### src/rtl/qread_pkg.sv
package qread_pkg;

    typedef logic [7:0] cnt_t;

    typedef enum logic [2:0] {
        PH_OPC,
        PH_FAST,
        PH_QOUT,
        PH_QIO,
        PH_CONT,
        PH_SKIP
    } qread_phase_e;

    localparam logic [7:0] OPC_FAST = 8'h0B;
    localparam logic [7:0] OPC_QOUT = 8'h6B;
    localparam logic [7:0] OPC_QIO  = 8'hEB;

    localparam cnt_t MARK_OPC       = 8'd8;
    localparam cnt_t MARK_ADDR      = 8'd32;
    localparam cnt_t MARK_CONT_ADDR = 8'd24;
    localparam cnt_t MARK_FAST_DATA = 8'd40;
    localparam cnt_t MARK_QUAD_DATA = 8'd64;
    localparam cnt_t MARK_CONT_DATA = 8'd56;
    localparam cnt_t CNT_FOLD_AT    = 8'd128;
    localparam cnt_t CNT_FOLD_BY    = 8'd56;

endpackage

### src/rtl/qread_rx.sv
module qread_rx
    import qread_pkg::*;
#(
    parameter int ADDR_W = 16
) (
    input  logic              clk,
    input  logic              rst_n,
    input  logic              cs_n,
    input  logic              tick,
    input  logic              quad,
    input  logic [3:0]        io_in,
    output logic              step,
    output cnt_t              cnt_nx,
    output logic [ADDR_W-1:0] field_nx,
    output logic              mode_nx
);

    typedef struct packed {
        logic [31:0] sh;
        cnt_t        cnt;
    } rx_s;

    rx_s  q, d, adv;
    cnt_t cnt_raw;

    always_comb begin
        cnt_raw = q.cnt + (quad ? 8'd4 : 8'd1);
        adv.cnt = (cnt_raw >= CNT_FOLD_AT) ? cnt_raw - CNT_FOLD_BY : cnt_raw;
        adv.sh  = quad ? {q.sh[27:0], io_in} : {q.sh[30:0], io_in[0]};
        d = q;
        if (cs_n) begin
            d = '0;
        end else if (tick) begin
            d = adv;
        end
        step     = !cs_n && tick;
        cnt_nx   = adv.cnt;
        field_nx = adv.sh[ADDR_W-1:0];
        mode_nx  = adv.sh[31];
    end

    always_ff @(posedge clk or negedge rst_n) begin
        if (!rst_n) q <= '0;
        else        q <= d;
    end

endmodule

### src/rtl/qread_seq.sv
module qread_seq
    import qread_pkg::*;
#(
    parameter int ADDR_W = 16
) (
    input  logic              clk,
    input  logic              rst_n,
    input  logic              cs_n,
    input  logic              step,
    input  cnt_t              cnt_nx,
    input  logic [ADDR_W-1:0] field_nx,
    input  logic              mode_nx,
    output logic              quad,
    output logic              load,
    output logic              data_on,
    output logic [ADDR_W-1:0] addr
);

    typedef struct packed {
        qread_phase_e      phase;
        logic              quad;
        logic              active;
        logic              mode_zero;
        logic              data_on;
        logic [ADDR_W-1:0] addr;
    } seq_s;

    seq_s q, d;
    logic fetch;
    logic on_byte;

    always_comb begin
        d       = q;
        fetch   = 1'b0;
        on_byte = (cnt_nx[2:0] == 3'd0);
        if (cs_n) begin
            if (q.active) begin
                d.phase = q.mode_zero ? PH_CONT : PH_OPC;
                d.quad  = q.mode_zero;
            end
            d.active    = 1'b0;
            d.mode_zero = 1'b0;
            d.data_on   = 1'b0;
        end else if (step) begin
            d.active = 1'b1;
            unique case (q.phase)
                PH_OPC: begin
                    if (cnt_nx == MARK_OPC) begin
                        unique case (field_nx[7:0])
                            OPC_FAST: d.phase = PH_FAST;
                            OPC_QOUT: d.phase = PH_QOUT;
                            OPC_QIO: begin
                                d.phase = PH_QIO;
                                d.quad  = 1'b1;
                            end
                            default:  d.phase = PH_SKIP;
                        endcase
                    end
                end
                PH_FAST: begin
                    if (cnt_nx == MARK_ADDR) d.addr = field_nx;
                    fetch = (cnt_nx >= MARK_FAST_DATA) && on_byte;
                end
                PH_QOUT, PH_QIO: begin
                    if (cnt_nx == MARK_ADDR) begin
                        d.addr = field_nx;
                        d.quad = 1'b1;
                    end
                    if (cnt_nx == MARK_QUAD_DATA) d.mode_zero = !mode_nx;
                    fetch = (cnt_nx >= MARK_QUAD_DATA) && on_byte;
                end
                PH_CONT: begin
                    if (cnt_nx == MARK_CONT_ADDR) d.addr = field_nx;
                    if (cnt_nx == MARK_CONT_DATA) d.mode_zero = !mode_nx;
                    fetch = (cnt_nx >= MARK_CONT_DATA) && on_byte;
                end
                default: ;
            endcase
            if (fetch) begin
                d.data_on = 1'b1;
                d.addr    = q.addr + ADDR_W'(1);
            end
        end
        quad    = q.quad;
        load    = fetch;
        data_on = q.data_on;
        addr    = q.addr;
    end

    always_ff @(posedge clk or negedge rst_n) begin
        if (!rst_n) begin
            q       <= '0;
            q.phase <= PH_OPC;
        end else begin
            q <= d;
        end
    end

endmodule

### src/rtl/qread_tx.sv
module qread_tx (
    input  logic       clk,
    input  logic       rst_n,
    input  logic       cs_n,
    input  logic       step,
    input  logic       quad,
    input  logic       load,
    input  logic       data_on,
    input  logic       wip,
    input  logic [7:0] rd_byte,
    output logic [3:0] io_out,
    output logic [3:0] io_oe
);

    typedef struct packed {
        logic [11:0] sh;
    } tx_s;

    tx_s q, d;

    always_comb begin
        d = q;
        if (cs_n) begin
            d.sh = '0;
        end else if (step) begin
            d.sh = quad ? {q.sh[7:0], 4'h0} : {q.sh[10:0], 1'b0};
            if (load) d.sh[7:0] = wip ? 8'h00 : rd_byte;
        end
        io_out = quad ? q.sh[11:8] : {2'b00, q.sh[8], 1'b0};
        io_oe  = data_on ? (quad ? 4'hF : 4'b0010) : 4'h0;
    end

    always_ff @(posedge clk or negedge rst_n) begin
        if (!rst_n) q <= '0;
        else        q <= d;
    end

endmodule

### src/rtl/qread_engine.sv
module qread_engine
    import qread_pkg::*;
#(
    parameter int ADDR_W = 16
) (
    input  logic              clk,
    input  logic              rst_n,
    input  logic              cs_n,
    input  logic              tick,
    input  logic [3:0]        io_in,
    input  logic              wip,
    input  logic [7:0]        mem_rdata,
    output logic [3:0]        io_out,
    output logic [3:0]        io_oe,
    output logic [ADDR_W-1:0] mem_addr
);

    localparam int MIN_W = 8;
    localparam int MAX_W = 24;

    logic              step;
    cnt_t              cnt_nx;
    logic [ADDR_W-1:0] field_nx;
    logic              mode_nx;
    logic              quad;
    logic              load;
    logic              data_on;

    generate
        if (ADDR_W < MIN_W || ADDR_W > MAX_W) begin : g_bad_width
            initial $error("qread_engine: ADDR_W out of range");
        end
    endgenerate

    qread_rx #(.ADDR_W(ADDR_W)) u_rx (
        .clk      (clk),
        .rst_n    (rst_n),
        .cs_n     (cs_n),
        .tick     (tick),
        .quad     (quad),
        .io_in    (io_in),
        .step     (step),
        .cnt_nx   (cnt_nx),
        .field_nx (field_nx),
        .mode_nx  (mode_nx)
    );

    qread_seq #(.ADDR_W(ADDR_W)) u_seq (
        .clk      (clk),
        .rst_n    (rst_n),
        .cs_n     (cs_n),
        .step     (step),
        .cnt_nx   (cnt_nx),
        .field_nx (field_nx),
        .mode_nx  (mode_nx),
        .quad     (quad),
        .load     (load),
        .data_on  (data_on),
        .addr     (mem_addr)
    );

    qread_tx u_tx (
        .clk     (clk),
        .rst_n   (rst_n),
        .cs_n    (cs_n),
        .step    (step),
        .quad    (quad),
        .load    (load),
        .data_on (data_on),
        .wip     (wip),
        .rd_byte (mem_rdata),
        .io_out  (io_out),
        .io_oe   (io_oe)
    );

endmodule

### config.mk
export PLATFORM = sky130hd
export DESIGN_NAME = qread_engine
export DESIGN_NICKNAME = d
export VERILOG_FILES = /design/src/rtl/qread_pkg.sv /design/src/rtl/qread_rx.sv /design/src/rtl/qread_seq.sv /design/src/rtl/qread_tx.sv /design/src/rtl/qread_engine.sv
export SDC_FILE = /design/constraint.sdc
export NUM_CORES = 1
export LEC_CHECK = 0
export ABC_AREA = 1
export BUFFER_PORTS_ARGS = -buffer_cell sky130_fd_sc_hd__buf_4
export CAP_MARGIN = 0
export CORE_MARGIN = 1.5
export CORE_UTILIZATION = 55
export CTS_BUF_LIST = sky130_fd_sc_hd__clkbuf_16
export DETAILED_ROUTE_END_ITERATION = 10
export PLACE_DENSITY = 0.75
export SLEW_MARGIN = 20
export SYNTH_ARGS = -nofsm -noshare
export SYNTH_HDL_FRONTEND = slang
export SYNTH_SLANG_ARGS = --single-unit
### constraint.sdc
create_clock -name clk -period 5.1 [get_ports clk]
set_input_delay 1.02 -clock clk [delete_from_list [all_inputs] [get_ports clk]]
set_output_delay 1.02 -clock clk [all_outputs]
set_load 0.02 [all_outputs]
## Word level (Yosys, flattened, before mapping)

Index checks and enable logic that the tools add are counted.

| word-level totals | value |
|---|---|
| output and inout bits | 24 |
| bits in registers | 74 |

| operators by class | value |
|---|---|
| equality and inequality tests | 20 |
| order comparisons | 4 |
| reductions and logical operators | 23 |
| bitwise operators | 1 |
| $add $sub $neg | 3 |
| muxes and demuxes | 35 |

Operators with widths:

| operator | number |
|---|---|
| $mux W39 | 2 |
| $mux W12 | 3 |
| $mux W16 | 2 |
| $mux W32 | 1 |
| $pmux W16 S2 | 1 |
| $mux W8 | 3 |
| $mux W23 | 1 |
| $mux W4 | 5 |
| $mux W17 | 1 |
| $add A16 B1 Y16 const B | 1 |
| $eq A8 B4 Y1 const B | 2 |
| $eq A8 B6 Y1 const B | 2 |
| $eq A8 B7 Y1 const B | 2 |
| $ge A8 B6 Y1 const B | 2 |
| $ne A3 B2 Y1 const B | 4 |
| $reduce_bool A2 Y1 | 5 |
| $mux W3 | 3 |
| $pmux W3 S3 | 1 |
| $reduce_bool A3 Y1 | 3 |
| $add A8 B8 Y8 | 1 |
| $eq A8 B5 Y1 const B | 1 |
| $eq A8 B8 Y1 const B | 1 |
| $ge A8 B7 Y1 const B | 1 |
| $ge A8 B8 Y1 const B | 1 |
| 21 further kinds | 37 |

## Logic depth before layout (Yosys ltp)

| logic depth | value |
|---|---|
| word-level depth | 14 |
| mapped depth | 24 |

## By module

From an unflattened synthesis, not the netlist that was laid out.

| unflattened totals | value |
|---|---|
| cells, all modules | 696 |
| area total of the unflattened synthesis | 4,956.0 um2 |

By module, submodules not included:

| module | times used | cells each | area each (um2) |
|---|---|---|---|
| qread_seq | 1 | 309 | 2,108.3 |
| qread_rx | 1 | 275 | 2,094.5 |
| qread_tx | 1 | 112 | 753.2 |

## Least setup slack after synthesis

Ideal clock, no wire load.

| timing path | value |
|---|---|
| path kind | register -> register |
| from | reg u_seq.q (netlist bit u_seq.quad) |
| to | reg u_seq.q (netlist bit u_seq.addr[9]) |
| setup slack | 2.042 ns |
| period minus slack after synthesis | 3.058 ns |
| data arrival time | 2.941 ns |
| cell stages (with the launch flop) | 25 |
| data required time | 4.984 ns |
| cell sequence | dfrtp_1 > clkinv_1 > clkbuf_1 > ha_1 > ha_1 > nand2_1 > nand2_1 > nand3_1 > nand2_1 > inv_1 > ha_1 > inv_1 > nand3_1 > nand2_1 > nor2_2 > nand3_1 > nand2_1 > nand2_2 > nand2_4 > nand2_4 > nand2_1 > nand2_2 > buf_4 > nand2_1 > nand2_1 |

| between the ends | value |
|---|---|
| word-level cells in the longest chain between the ends | 11 |
| elaborated cells between the ends (all ways) | 26 |

RTL lines:

| what | line | text |
|---|---|---|
| from (decl) | qread_seq.sv:28 | `seq_s q, d;` |
| $mux W3 | qread_rx.sv:27 | `cnt_raw = q.cnt + (quad ? 8'd4 : 8'd1);` |
| $add A8 B8 Y8 | qread_rx.sv:27 |  |
| $sub A8 B6 Y8 / $ge A8 B8 Y1 (equally long branches) | qread_rx.sv:28 | `adv.cnt = (cnt_raw >= CNT_FOLD_AT) ? cnt_raw - CNT_FOLD_BY : cnt_raw;` |
| $mux W8 | qread_rx.sv:28 |  |
| $ge A8 B6 Y1 (tied with other cells) | qread_seq.sv:75 | `fetch = (cnt_nx >= MARK_CONT_DATA) && on_byte;` |
| $logic_and A1 B1 Y1 (on tied branches) | qread_seq.sv:75, qread_seq.sv:62, qread_seq.sv:70 |  |
| $pmux W1 S3 | qread_seq.sv:46 | `unique case (q.phase)` |
| $mux W1 | qread_seq.sv:44 | `end else if (step) begin` |
| $mux W1 | qread_seq.sv:36 | `if (cs_n) begin` |
| $ne A3 B1 Y1 (no source line) / $reduce_bool A3 Y1 (equally long branches) | - |  |
| $reduce_and A5 Y1 (no source line) | - |  |

Parallel ways exist; a longest one is shown, timed or not. The select of a mux whose other input is x is not followed.
A chain may end at the register's enable or synchronous reset.

## Worst setup path after layout

| timing path | value |
|---|---|
| from | reg u_seq.q (netlist bit u_seq.quad) |
| to | reg u_seq.q (netlist bit u_seq.addr[0]) |

| between the ends | value |
|---|---|
| word-level cells in the longest chain between the ends | 11 |
| elaborated cells between the ends (all ways) | 22 |

RTL lines:

| what | line |
|---|---|
| $mux W3 * | qread_rx.sv:27 |
| $add A8 B8 Y8 * | qread_rx.sv:27 |
| $sub A8 B6 Y8 / $ge A8 B8 Y1 (equally long branches) | qread_rx.sv:28 |
| $mux W8 * | qread_rx.sv:28 |
| $ge A8 B6 Y1 (tied with other cells) | qread_seq.sv:75 |
| $logic_and A1 B1 Y1 (on tied branches) | qread_seq.sv:75, qread_seq.sv:62, qread_seq.sv:70 |
| $pmux W1 S3 | qread_seq.sv:46 |
| $mux W1 | qread_seq.sv:44 |
| $mux W1 | qread_seq.sv:36 |
| $ne A3 B1 Y1 (no source line) / $reduce_bool A3 Y1 (equally long branches) | - |
| $reduce_and A5 Y1 (no source line) | - |

Mark *: on every way between the ends. The rest lies on a longest branch, timed or not. The select of a mux whose other input is x is not followed.

==> qor.csv <==
metric,value,unit
worst-path cell chain,"clkinv_1, ha_1, ha_1, nand3_1, nand3_1, nand2_1, inv_1, ha_1, inv_1, nand3_1, nand2_1, nor2_2, nand3_1, nand2_1, nand2_2, nand2_4, nand2_4, a21oi_4, nand2_1, nand2_1",
total CTS buffers,9,
status,"complete, no violations",
Cells after Synth,645,
Pleak,0.00257,uW
Final min period,3.71,ns
max-cap viol count,0,
Hold Crit Class,reg2reg,
core area,8130,um2
DR vias,4106,
global-route wire length before repair,17500,um
DRT iter0 DRCs,223,
Adder-Cell Fraction of Synth Area,1.37,%
Avg Vias per Cell,5.37,
most frequent cells after synthesis,"195 x nand2_1, 82 x o21ai_0, 74 x dfrtp_1, 69 x inv_1, 59 x nand3_1",
die area,8860,um2
largest family of logic cells by synthesized area,simple AND/OR/NAND/NOR gates,
total wire length,10200,um
Setup WS post-layout,1.39,ns
Synth Warn #,0,
placer congestion estimate,0.904,
Post-Synth Simple-Gate Area,31.1,%
IO buf count,40,
Total GRT Usage,25.2,%
"slowest stage delay, CP",0.73,ns
vias in the first global route,3781,
Fillers,761,
Max Freq,0.270,GHz
worst-path fanout max,41,
"count leader, synth",nand2_1,
Rows,33,
htree depth,3,
initial antenna violation count,0,
CTS tree,done,
slew margin rel.,38.9,%
ys async rst share,100,%
Comb pwr share,28.6,%
post-synthesis sequential area ratio,40.5,%
die height,94.1,um
critical path required time,5.37,ns
Worst path slowest cell,dfrtp_2,
Worst Clk Skew,0.00762,ns
RSZ-0062 raised after global routing,false,
Slew @ Worst Pin,0.917,ns
Synth Area in Compound Gates,12.8,%
Sw Share,35.4,%
"Clk pin slew, worst setup/hold paths",0.06,ns
share of the synthesized area in the top cell type,40.5,%
"Period Utilization, post-route",72.7,%
PD cells,394,nW/um2
largest area contributor in the netlist,dfrtp_1,
top_reg_cell synth,dfrtp_1,
Inserted Diodes,0,
Worst Setup End Kind,flop,
Max Buffers Root-to-Sink,2,
mux cell area share after synthesis,0,%
clock sinks,74,
critical path startpoint category,flop,
WL/cell,13.3,um
chip width,94.1,um
CTS Root Cell,clkbuf_16,
Reg power frac,38.5,%
Post-layout nets,677,
WHS,0.487,ns
Final ANT Viol Nets,0,
post-place setup slack,1.40,ns
CP dominant cell by count,nand2_1,
clock share of power,32.9,%
Max IR drop VDD,194,uV
Syn Std Cell Area,4570,um2
#FFs+latches synth,74,
Fin. Hold Viols,0,
dominant cells by area after synthesis,"dfrtp_1 41%, nand2_1 16%, o21ai_0 9.0%",
internal power,1300,uW
largest net degree at the start of global routing,75,
I/O pin count,41,
Fin Setup TNS,0,ns
cts hold-fix bufs,0,
DRC viols,0,
total grt overflow,0,
XOR/XNOR share of the synthesized area,2.68,%
share of cells above drive strength 1,12.6,%
Syn Nets,667,
Post-Syn Area per Cell,7.08,um2
Critical Path AT,3.97,ns
hpwl dp,6960,um
worst skew pair latency,0.33,ns
# setup viols final,0,
Starting Density,56.2,%
Synth-to-Final Area Change,11.4,%
Post-CTS Setup Bufs,0,
crit path kind,reg2reg,
cts repair resizes,0,
fin. max-slew vios,0,
number of synthesized flops with an enable pin,0,
Synth cell types,35,
net switching power,711,uW
drt pass-1 iters,5,
-- area by class of cell --
type                       instances  area [um2]  share of cell area, %
clock inverter                     7        85.1                   1.67
sequential                        74        1850                   36.4
clock buffer                       9         225                   4.42
tap                              105         131                   2.58
multi-input combinational        454        2190                   43.1
timing repair buffer              45         338                   6.64
inverter                          71         267                   5.23
-- state kept, by name, indices dropped and copies added, names as in the netlist --
signal,cells
u_rx.q,39
u_seq.addr,16
u_tx.q,12
u_seq.q,5
u_seq.data_on,1
u_seq.quad,1
-- logic make-up after synthesis --
logic type	after synthesis
flops	74
fa+ha+maj	5
buf+inv	117
xor+xnor	14
simple gates	327
compound gates	108
-- final timing paths --
check	from	end	slack, ns	cells past startpoint
max	u_seq.quad	u_seq.addr[0]	1.39	20
min	u_tx.q[2]	u_tx.q[2]	0.49	2
max reg2reg	u_seq.quad	u_seq.addr[0]	1.39	20
min reg2reg	u_tx.q[2]	u_tx.q[2]	0.49	2
max in group asynchronous	rst_n	u_seq.quad	3.64	1
min in group asynchronous	rst_n	u_rx.q[5]	0.81	1
-- layer usage --
metal | up-vias | GRT usage (%) | share of wire, %
met4 | 0 | 8.58 | 1.7
met3 | 17 | 4.21 | 4.1
met2 | 103 | 41.2 | 47
met1 | 1915 | 33.9 | 47
met5 | - | 0 | 0
li1 | 2071 | - | -
-- power by group through the flow --
stage                     Clock, uW  Sequential [uW]  Combinational, uW
after global placement            0              778                560
after CTS                       670              773                576
after detailed placement          0              784                570
final                           660              774                574
after global routing            696              790                646
after floorplan                   0              740                472
-- per-stage QoR --
stage	power (uW)	std cells	instance area [um2]	utilization (%)
floorplan	1210	645	4570	-
global placement	1340	749	4780	58.8
detailed placement	1350	749	4780	58.8
CTS	2020	765	5090	62.6
global route	2130	765	5090	62.6
finish	2010	765	5090	62.6
-- placed cells by master, fill, tap and decap left out, types with 2 or more instances in the layout --
| cell type | Yosys | routed |
|---|---|---|
| nor2_1 | 37 | 36 |
| bufinv_16 | 0 | 2 |
| a21oi_1 | 8 | 8 |
| o21ai_0 | 82 | 82 |
| nor2_2 | 3 | 4 |
| o22ai_1 | 10 | 10 |
| dfrtp_1 | 74 | 73 |
| nand2_4 | 3 | 3 |
| xor2_1 | 11 | 11 |
| clkinv_1 | 1 | 3 |
| xnor2_1 | 3 | 3 |
| nand4_1 | 5 | 5 |
| nand3_1 | 59 | 59 |
| nor3_1 | 8 | 8 |
| clkbuf_16 | 0 | 9 |
| buf_4 | 20 | 45 |
| nand3_2 | 2 | 2 |
| ha_1 | 5 | 5 |
| a22o_1 | 3 | 3 |
| inv_1 | 69 | 70 |
| nand2_1 | 195 | 195 |
| or2_2 | 2 | 2 |
| nand2_2 | 9 | 9 |
-- worst max-delay path: cells and delay by family (launching register included) --
kind                       cells  cell delay [ns]
AOI/OAI and AO/OA              1             0.43
adders and majority gates      3             0.73
buffers and inverters          3             0.28
DFF                            1             0.73
and+or+nand+nor               13             1.46
No activity file was read; power rests on OpenSTA's default activity.
